===== config.mk =====
export PLATFORM = sky130hd
export DESIGN_NAME = rtc_evt_irq
export DESIGN_NICKNAME = d
export VERILOG_FILES = /design/src/rtl/rtc_evt_pkg.sv /design/src/rtl/rtc_evt_ctl.sv /design/src/rtl/rtc_evt_div.sv /design/src/rtl/rtc_evt_dp.sv /design/src/rtl/rtc_evt_irq.sv
export SDC_FILE = /design/constraint.sdc
export NUM_CORES = 1
export LEC_CHECK = 0
export BUFFER_PORTS_ARGS = -buffer_cell sky130_fd_sc_hd__buf_2
export CELL_PAD_IN_SITES_DETAIL_PLACEMENT = 0
export CELL_PAD_IN_SITES_GLOBAL_PLACEMENT = 2
export CORE_MARGIN = 1
export CORE_UTILIZATION = 26
export CTS_CLUSTER_DIAMETER = 50
export DETAILED_ROUTE_END_ITERATION = 10
export PLACE_DENSITY = 0.81
export SLEW_MARGIN = 15
export SYNTH_ARGS = -nofsm -noshare
export SYNTH_HDL_FRONTEND = slang
export SYNTH_SLANG_ARGS = --single-unit

===== constraint.sdc =====
create_clock -name clk -period 2.8 [get_ports clk]
set_clock_uncertainty 0.15 [all_clocks]
set_input_delay 0.28 -clock clk [delete_from_list [all_inputs] [get_ports clk]]
set_output_delay 0.28 -clock clk [all_outputs]
set_load 0.02 [all_outputs]

===== src/rtl/rtc_evt_pkg.sv =====
package rtc_evt_pkg;

  // number of event sources: periodic, alarm, update
  localparam int EVT_NUM = 3;

  // strobes from control to datapath
  typedef struct packed {
    logic clrFlags;
    logic updEvt;
  } ctlStrobe_t;

  // enable register contents
  typedef struct packed {
    logic inhibit;
    logic perEn;
    logic almEn;
    logic updEn;
  } evtEn_t;

endpackage


===== src/rtl/rtc_evt_ctl.sv =====
module rtc_evt_ctl
  import rtc_evt_pkg::*;
(
  input  logic       clk,
  input  logic       rstN,
  input  logic       cfgWr,
  input  logic [3:0] cfgData,
  input  logic       statRd,
  input  logic       updEnd,
  output ctlStrobe_t stb,
  output evtEn_t     en
);

  logic statRdQ;

  always_ff @(posedge clk) begin
    if (!rstN) statRdQ <= 1'b0;
    else       statRdQ <= statRd;
  end

  always_ff @(posedge clk) begin
    if (!rstN) begin
      en <= '0;
    end else if (cfgWr) begin
      en.inhibit <= cfgData[3];
      en.perEn   <= cfgData[2];
      en.almEn   <= cfgData[1];
      en.updEn   <= cfgData[0] & ~cfgData[3];
    end
  end

  always_comb begin
    stb.clrFlags = statRdQ & ~statRd;
    stb.updEvt   = updEnd;
  end


  uie_drop_chk: assert property (@(posedge clk) disable iff (!rstN)
    cfgWr && cfgData[3] |=> !en.updEn);

endmodule


===== src/rtl/rtc_evt_div.sv =====
module rtc_evt_div #(
  parameter int RATE_W = 4
) (
  input  logic              clk,
  input  logic              rstN,
  input  logic              tickEn,
  input  logic [RATE_W-1:0] rateSel,
  output logic              perEvt
);

  localparam int CODE_N    = 1 << RATE_W;
  localparam int DIV_W     = CODE_N - 2;
  localparam int ALIAS_OFS = 7;

  logic [DIV_W-1:0]  divCnt;
  logic [DIV_W-1:0]  cntNext;
  logic [CODE_N-1:0] tapHit;

  assign cntNext = divCnt + DIV_W'(1);

  always_ff @(posedge clk) begin
    if (!rstN)       divCnt <= '0;
    else if (tickEn) divCnt <= cntNext;
  end

  assign tapHit[0] = 1'b0;

  for (genvar i = 1; i < CODE_N; i++) begin : g_tap
    localparam int EXPO = (i < 3) ? i + ALIAS_OFS : i;
    localparam int LOWB = EXPO - 1;
    assign tapHit[i] = ~|cntNext[LOWB-1:0];
  end

  assign perEvt = tickEn & tapHit[rateSel];


  no_rate_chk: assert property (@(posedge clk) disable iff (!rstN)
    rateSel == '0 |-> !perEvt);

endmodule


===== src/rtl/rtc_evt_dp.sv =====
module rtc_evt_dp
  import rtc_evt_pkg::*;
#(
  parameter int TIME_W = 8
) (
  input  logic                  clk,
  input  logic                  rstN,
  input  logic                  perEvt,
  input  ctlStrobe_t            stb,
  input  evtEn_t                en,
  input  logic [3*TIME_W-1:0]   curTime,
  input  logic [3*TIME_W-1:0]   almTime,
  output logic [EVT_NUM-1:0]    flagsQ,
  output logic                  intfQ
);

  logic [2:0]         byteHit;
  logic               almEvt;
  logic [EVT_NUM-1:0] evtVec;
  logic [EVT_NUM-1:0] enMask;
  logic [EVT_NUM-1:0] flagsD;
  logic               intfD;

  for (genvar b = 0; b < 3; b++) begin : g_cmp
    logic [TIME_W-1:0] curB;
    logic [TIME_W-1:0] almB;
    assign curB = curTime[b*TIME_W +: TIME_W];
    assign almB = almTime[b*TIME_W +: TIME_W];
    assign byteHit[b] = (almB[TIME_W-1 -: 2] == 2'b11) | (almB == curB);
  end

  assign almEvt = stb.updEvt & (&byteHit);
  assign evtVec = {perEvt, almEvt, stb.updEvt};
  assign enMask = {en.perEn, en.almEn, en.updEn & ~en.inhibit};

  always_comb begin
    flagsD = (stb.clrFlags ? '0 : flagsQ) | evtVec;
    intfD  = (stb.clrFlags ? 1'b0 : intfQ) | (|(flagsD & enMask));
  end

  always_ff @(posedge clk) begin
    if (!rstN) begin
      flagsQ <= '0;
      intfQ  <= 1'b0;
    end else begin
      flagsQ <= flagsD;
      intfQ  <= intfD;
    end
  end


  upd_flag_chk: assert property (@(posedge clk) disable iff (!rstN)
    stb.updEvt |=> flagsQ[0]);


  flag_clr_chk: assert property (@(posedge clk) disable iff (!rstN)
    stb.clrFlags && !(|evtVec) |=> flagsQ == '0 && !intfQ);


  req_hold_chk: assert property (@(posedge clk) disable iff (!rstN)
    (|(flagsQ & enMask)) && !stb.clrFlags |=> intfQ);


  alm_quiet_chk: assert property (@(posedge clk) disable iff (!rstN)
    !stb.updEvt && !stb.clrFlags |=> $stable(flagsQ[1]));

endmodule


===== src/rtl/rtc_evt_irq.sv =====
module rtc_evt_irq
  import rtc_evt_pkg::*;
#(
  parameter int TIME_W = 8,
  parameter int RATE_W = 4
) (
  input  logic              clk,
  input  logic              rstN,
  input  logic              tickEn,
  input  logic [RATE_W-1:0] rateSel,
  input  logic              updEnd,
  input  logic [TIME_W-1:0] curSec,
  input  logic [TIME_W-1:0] curMin,
  input  logic [TIME_W-1:0] curHour,
  input  logic [TIME_W-1:0] almSec,
  input  logic [TIME_W-1:0] almMin,
  input  logic [TIME_W-1:0] almHour,
  input  logic              cfgWr,
  input  logic [3:0]        cfgData,
  output logic [3:0]        cfgQ,
  input  logic              statRd,
  output logic [7:0]        statData,
  output logic              irqLowEn
);

  ctlStrobe_t         stb;
  evtEn_t             en;
  logic               perEvt;
  logic [EVT_NUM-1:0] flagsQ;
  logic               intfQ;

  rtc_evt_ctl u_ctl (
    .clk     (clk),
    .rstN    (rstN),
    .cfgWr   (cfgWr),
    .cfgData (cfgData),
    .statRd  (statRd),
    .updEnd  (updEnd),
    .stb     (stb),
    .en      (en)
  );

  rtc_evt_div #(.RATE_W(RATE_W)) u_div (
    .clk     (clk),
    .rstN    (rstN),
    .tickEn  (tickEn),
    .rateSel (rateSel),
    .perEvt  (perEvt)
  );

  rtc_evt_dp #(.TIME_W(TIME_W)) u_dp (
    .clk     (clk),
    .rstN    (rstN),
    .perEvt  (perEvt),
    .stb     (stb),
    .en      (en),
    .curTime ({curHour, curMin, curSec}),
    .almTime ({almHour, almMin, almSec}),
    .flagsQ  (flagsQ),
    .intfQ   (intfQ)
  );

  assign statData = {intfQ, flagsQ, 4'b0000};
  assign cfgQ     = {en.inhibit, en.perEn, en.almEn, en.updEn};
  assign irqLowEn = intfQ;

endmodule


Word-level counts from Yosys, hierarchy flattened
Cells that the tools add are included.

storage, ports and cells
  output and inout bits = 13
  input port bits = 62
  register bits = 23

operators by class
  reduce and logical (&&, ||, !) cells = 28
  eq/ne operators = 6
  multiplexer cells = 4
  order comparisons = 1
  bitwise gates (word level) = 14
  add/sub/neg operators = 1

operators with widths
  cell                     number
  $eq A8 B8 Y1             3
  $add A14 B1 Y14 const B  1
  $reduce_or A14 Y1        1
  $logic_not A1 Y1         13
  $reduce_or A13 Y1        1
  $reduce_or A12 Y1        1
  $reduce_or A11 Y1        1
  $reduce_or A10 Y1        1
  $reduce_or A9 Y1         1
  $reduce_or A8 Y1         1
  $reduce_or A7 Y1         1
  $eq A2 B2 Y1 const B     3
  $reduce_or A3 Y1         2
  $reduce_or A6 Y1         1
  $and A1 B1 Y1            5
  $lt A4 B5 Y1 const B     1
  $reduce_or A5 Y1         1
  $bmux W1 S4              1
  $or A1 B1 Y1             4
  $reduce_or A4 Y1         1
  $and A3 B3 Y3            1
  $mux W3                  1
  $not A1 Y1               3
  $or A3 B3 Y3             1
  other kinds (3)          4

Depth between registers and ports, before layout
  depth after elaboration = 10
  mapped depth = 8
  depth with buffers taken out = 8

Hierarchy
A second synthesis with hierarchy kept.

unflattened totals
  cells, all modules = 211
  area, all modules = 1739.2 µm²

modules (own cells, without submodules)
  module       sequential area each (µm²)  area an instance (µm²)  cells each  instances
  rtc_evt_div  280.3                       1067.3                  133         1
  rtc_evt_dp   80.1                        441.7                   55          1
  rtc_evt_ctl  100.1                       188.9                   17          1
  rtc_evt_irq  0.0                         41.3                    6           1

Worst setup path before layout
No wires, ideal clock.

  path kind = reg2reg
  start point = register u_div.divCnt[0]
  end point = register u_dp.intfQ
  path slack = 0.565 ns
  buffers on the path = 0
  stages on the path, launching flop included = 9
  required time = 2.586 ns
  arrival time = 2.021 ns
  cells stage by stage = dfxtp_1 > ha_1 > nand3_1 > nor2_2 > a21oi_1 > o32a_1 > nor4b_1 > a211oi_1 > nor2_1

on the way
  word-level cells in the longest chain between the ends = 10
  elaborated cells on any way between the ends = 34

ends and longest elaborated chain
  what                                             RTL line           RTL
  start: declaration                               rtc_evt_div.sv:15  logic [DIV_W-1:0] divCnt;
  start signal: assignment                         rtc_evt_div.sv:23  else if (tickEn) divCnt <= cntNext;
  $add A14 B1 Y14 (*)                              rtc_evt_div.sv:19  assign cntNext = divCnt + DIV_W'(1);
  $reduce_or A14 Y1, or another cell as far along  rtc_evt_div.sv:31  assign tapHit[i] = ~|cntNext[LOWB-1:0];
  $logic_not A1 Y1                                 rtc_evt_div.sv:31
  $bmux W1 S4 (*)                                  rtc_evt_div.sv:34  assign perEvt = tickEn & tapHit[rateSel];
  $mux W1 (not written as such) (*)                rtc_evt_div.sv:34
  $and A1 B1 Y1 (*)                                rtc_evt_div.sv:34
  $or A3 B3 Y3 (*)                                 rtc_evt_dp.sv:37   flagsD = (stb.clrFlags ? '0 : flagsQ) | evtVec;
  $and A3 B3 Y3 (*)                                rtc_evt_dp.sv:38   intfD = (stb.clrFlags ? 1'b0 : intfQ) | (|(flagsD & enMask));
  $reduce_or A3 Y1 (*)                             rtc_evt_dp.sv:38
  $or A1 B1 Y1 (*)                                 rtc_evt_dp.sv:38
  end signal: assignment                           rtc_evt_dp.sv:47   intfQ <= intfD;
  end: declaration                                 rtc_evt_dp.sv:14   output logic intfQ

Every way passes the cells marked *; elsewhere a longest branch is shown, timed or not. The select of a mux whose other input is x is not followed.
A chain may end at the register's enable or synchronous reset.

Worst setup path in the final report
Ends and elaborated chain as after synthesis.

==> qor.csv <==
stage;metric;value;unit
cts;postcts setup bufs;0;
layout;fin util;34.33;%
drt;DRT antenna net count;0;
drt;detailed-route wire length;4.550;mm
cts;Worst-Skew Late Latency;0.28;ns
power;Lkg Pwr;0.9137;nW
sta;Final Hold Fails;0;
cts;Clock Tree Buf Depth;2;
layout;# diodes;0;
floorplan;Die Height;85.16;um
layout;share of layout cells above drive strength 1;30.04;%
global_route;largest net degree at the start of global routing;24;
layout;P&R area growth vs syn;24.01;%
sta;unrepaired setup endpoints after global routing;no;
yosys;Syn. warnings;0;
global_route;GRT Util Overall;12.89;%
floorplan;IO Pins;75;
yosys;post-synthesis sequential area ratio;25.61;%
floorplan;Initial Util;27.68;%
yosys;share of async-settable or async-resettable flops after synthesis;0;%
layout;most common library cell in the layout ignoring fill and taps;buf_2;
drt;Via Count;1741;
critical_path;Crit Path Max Fanout;7;
critical_path;CP Launch Type;flop;
sta;setup tns final;0;ns
sta;fin crit share;89.65;%
place;port buffer count;70;
layout;commonest cells after routing, fill and taps aside;70 x buf_2, 24 x xor2_1, 23 x dfxtp_1;
critical_path;Worst Path Arrival;2.58;ns
power;Cell Pwr Density;321.7;nW/um2
yosys;Syn Area/Cell;8.210;um2
floorplan;Core ar.;6495;um2
drt;DRT Pass-1 Iters;6;
hold_path;Hold Path Class;in -> reg;
global_route;global route overflow;0;
sta;Max Freq;0.3984;GHz
global_route;initial antenna violation count;0;
power;IR drop worst, VDD;0.1835;mV
floorplan;Die Wd;85.16;um
run;max_cap viols;0;
drt;DRT iter0 DRCs;84;
critical_path;worst endpoint required time;2.87;ns
layout;NumNets Final;348;
global_route;first-pass GRT wire length;7.500;mm
drt;routed vias/inst;4.836;
place;GPL Wtd Cong;0.7666;
floorplan;Die ar.;7252;um2
cts;clk sink count;23;
yosys;Synth Register Bits;23;
yosys;post-synth top area cell;dfxtp_1;
yosys;Post-synth EDFFs;0;
outcome;outcome;finished, final reports clean;
cts;CTS HTree Levels;1;
cts;TritonCTS clock tree;built;
cts;Post-CTS Resized;0;
yosys;cell area after synthesis;1798;um2
cts;Root Driver;clkbuf_8;
yosys;post-synth top area share;25.61;%
cts;clk slew on worst S/H paths;0.09;ns
drt;DR WL/cell;12.64;um
yosys;Yosys cell types;50;
critical_path;crit end category;flop;
sta;final setup vio count;0;
global_route;vias in the first global route;1570;
yosys;post-synthesis cell count;219;
place;HPWL after DPL;3.537;mm
critical_path;worst setup path category;reg -> reg;
cts;number of CTS-inserted buffers;3;
yosys;top post-synthesis cells by area;dfxtp_1 26%, xor2_1 12%, xnor2_1 8.8%;
sta;min Tclk post-route;2.510;ns
cts;hold_buf cts;0;
sta;max-slew violation count;0;
yosys;main flop type after synthesis;dfxtp_1;
floorplan;num rows;29;
drt;# DRC;0;
[area by class of cell]
cell class              count  area [um2]
clock buffers               3       41.29
clock inverters             1       7.507
fillers                   693        4265
inverters                   3       11.26
multi-input cells         181        1247
flip-flops and latches     23       460.4
well taps                  77       96.34
repair buffers             72       365.4
[registers in the layout, indices dropped and copies added (netlist names)]
register / count
u_ctl.en: 4
u_ctl.statRdQ: 1
u_div.divCnt: 14
u_dp.flagsQ: 3
u_dp.intfQ: 1
[synthesized netlist by cell type (3+ instances only)]
master / n
xnor2_1: 18
o21ai_0: 6
nor4_1: 10
a22oi_1: 3
nand2_1: 16
a21oi_1: 7
nand2b_1: 4
a211oi_1: 5
mux2i_1: 4
xor2_1: 24
nand3_1: 8
dfxtp_1: 23
nor2_1: 7
nand4_1: 6
nor3_1: 4
buf_4: 8
and2_1: 13
inv_1: 3
nor2b_1: 9
clkbuf_1: 3
[critical path: stages, from the launching register on]
cell and delay [ns]:
dfxtp_1 0.47, ha_1 0.32, nand3_1 0.24, nor2_2 0.29, a21oi_1 0.10, o32a_1 0.31
nor4b_2 0.32, a211oi_1 0.12, nor2_1 0.12
[worst paths after layout]
check                                      from             to  slack (ns)  cells past startpoint
worst max register to register  u_div.divCnt[0]     u_dp.intfQ        0.29                      8
worst max-delay path            u_div.divCnt[0]     u_dp.intfQ        0.29                      8
worst min-delay path                     statRd  u_ctl.statRdQ        0.05                      2
worst min register to register      u_ctl.en[0]    u_ctl.en[0]        0.36                      2
[routing by layer]
layer	part of all wire (%)	vias up	GRT usage (%)	wire length, um
li1	-	898	-	-
met1	46	766	16.39	2107
met2	45	75	22.58	2063
met3	7.8	2	3.016	357
met4	0.46	0	1.849	21
met5	0	-	0	0
[metrics by stage]
stage               setup slack (ns)  cell area, um2  power (mW)  cells  hold slack (ns)
global placement              0.3572            2175      0.4976    356           0.3353
floorplan                     0.5647            1809      0.4308    222           0.2517
global route                 0.01886            2230      0.7600    360          0.08505
CTS                           0.2085            2223      0.7245    360          0.05202
finish                        0.2898            2230      0.7173    360          0.05483
detailed placement            0.2764            2175      0.4982    356           0.3468
[where the power goes]
| group | switching, mW | internal, mW |
|---|---|---|
| logic | 0.0719 | 0.0712 |
| registers | 0.00992 | 0.336 |
| clock network | 0.127 | 0.101 |
| total | 0.209 | 0.508 |
[cell families (layout without fill, tap and decap cells)]
logic type / Yosys count / in the layout / synth area share (%)
AO/OA/AOI/OAI: 38 / 38 / 15.24
buffers and inverters: 18 / 79 / 5.985
flip-flops: 23 / 23 / 25.61
adder cells (fa/ha/maj): 2 / 2 / 1.392
AND/OR/NAND/NOR: 91 / 91 / 28.88
multiplexers: 4 / 4 / 2.227
XOR/XNOR: 42 / 42 / 20.46
other: 1 / 4 / 0.2086
Note: power is estimated with default switching activity, not from simulation.
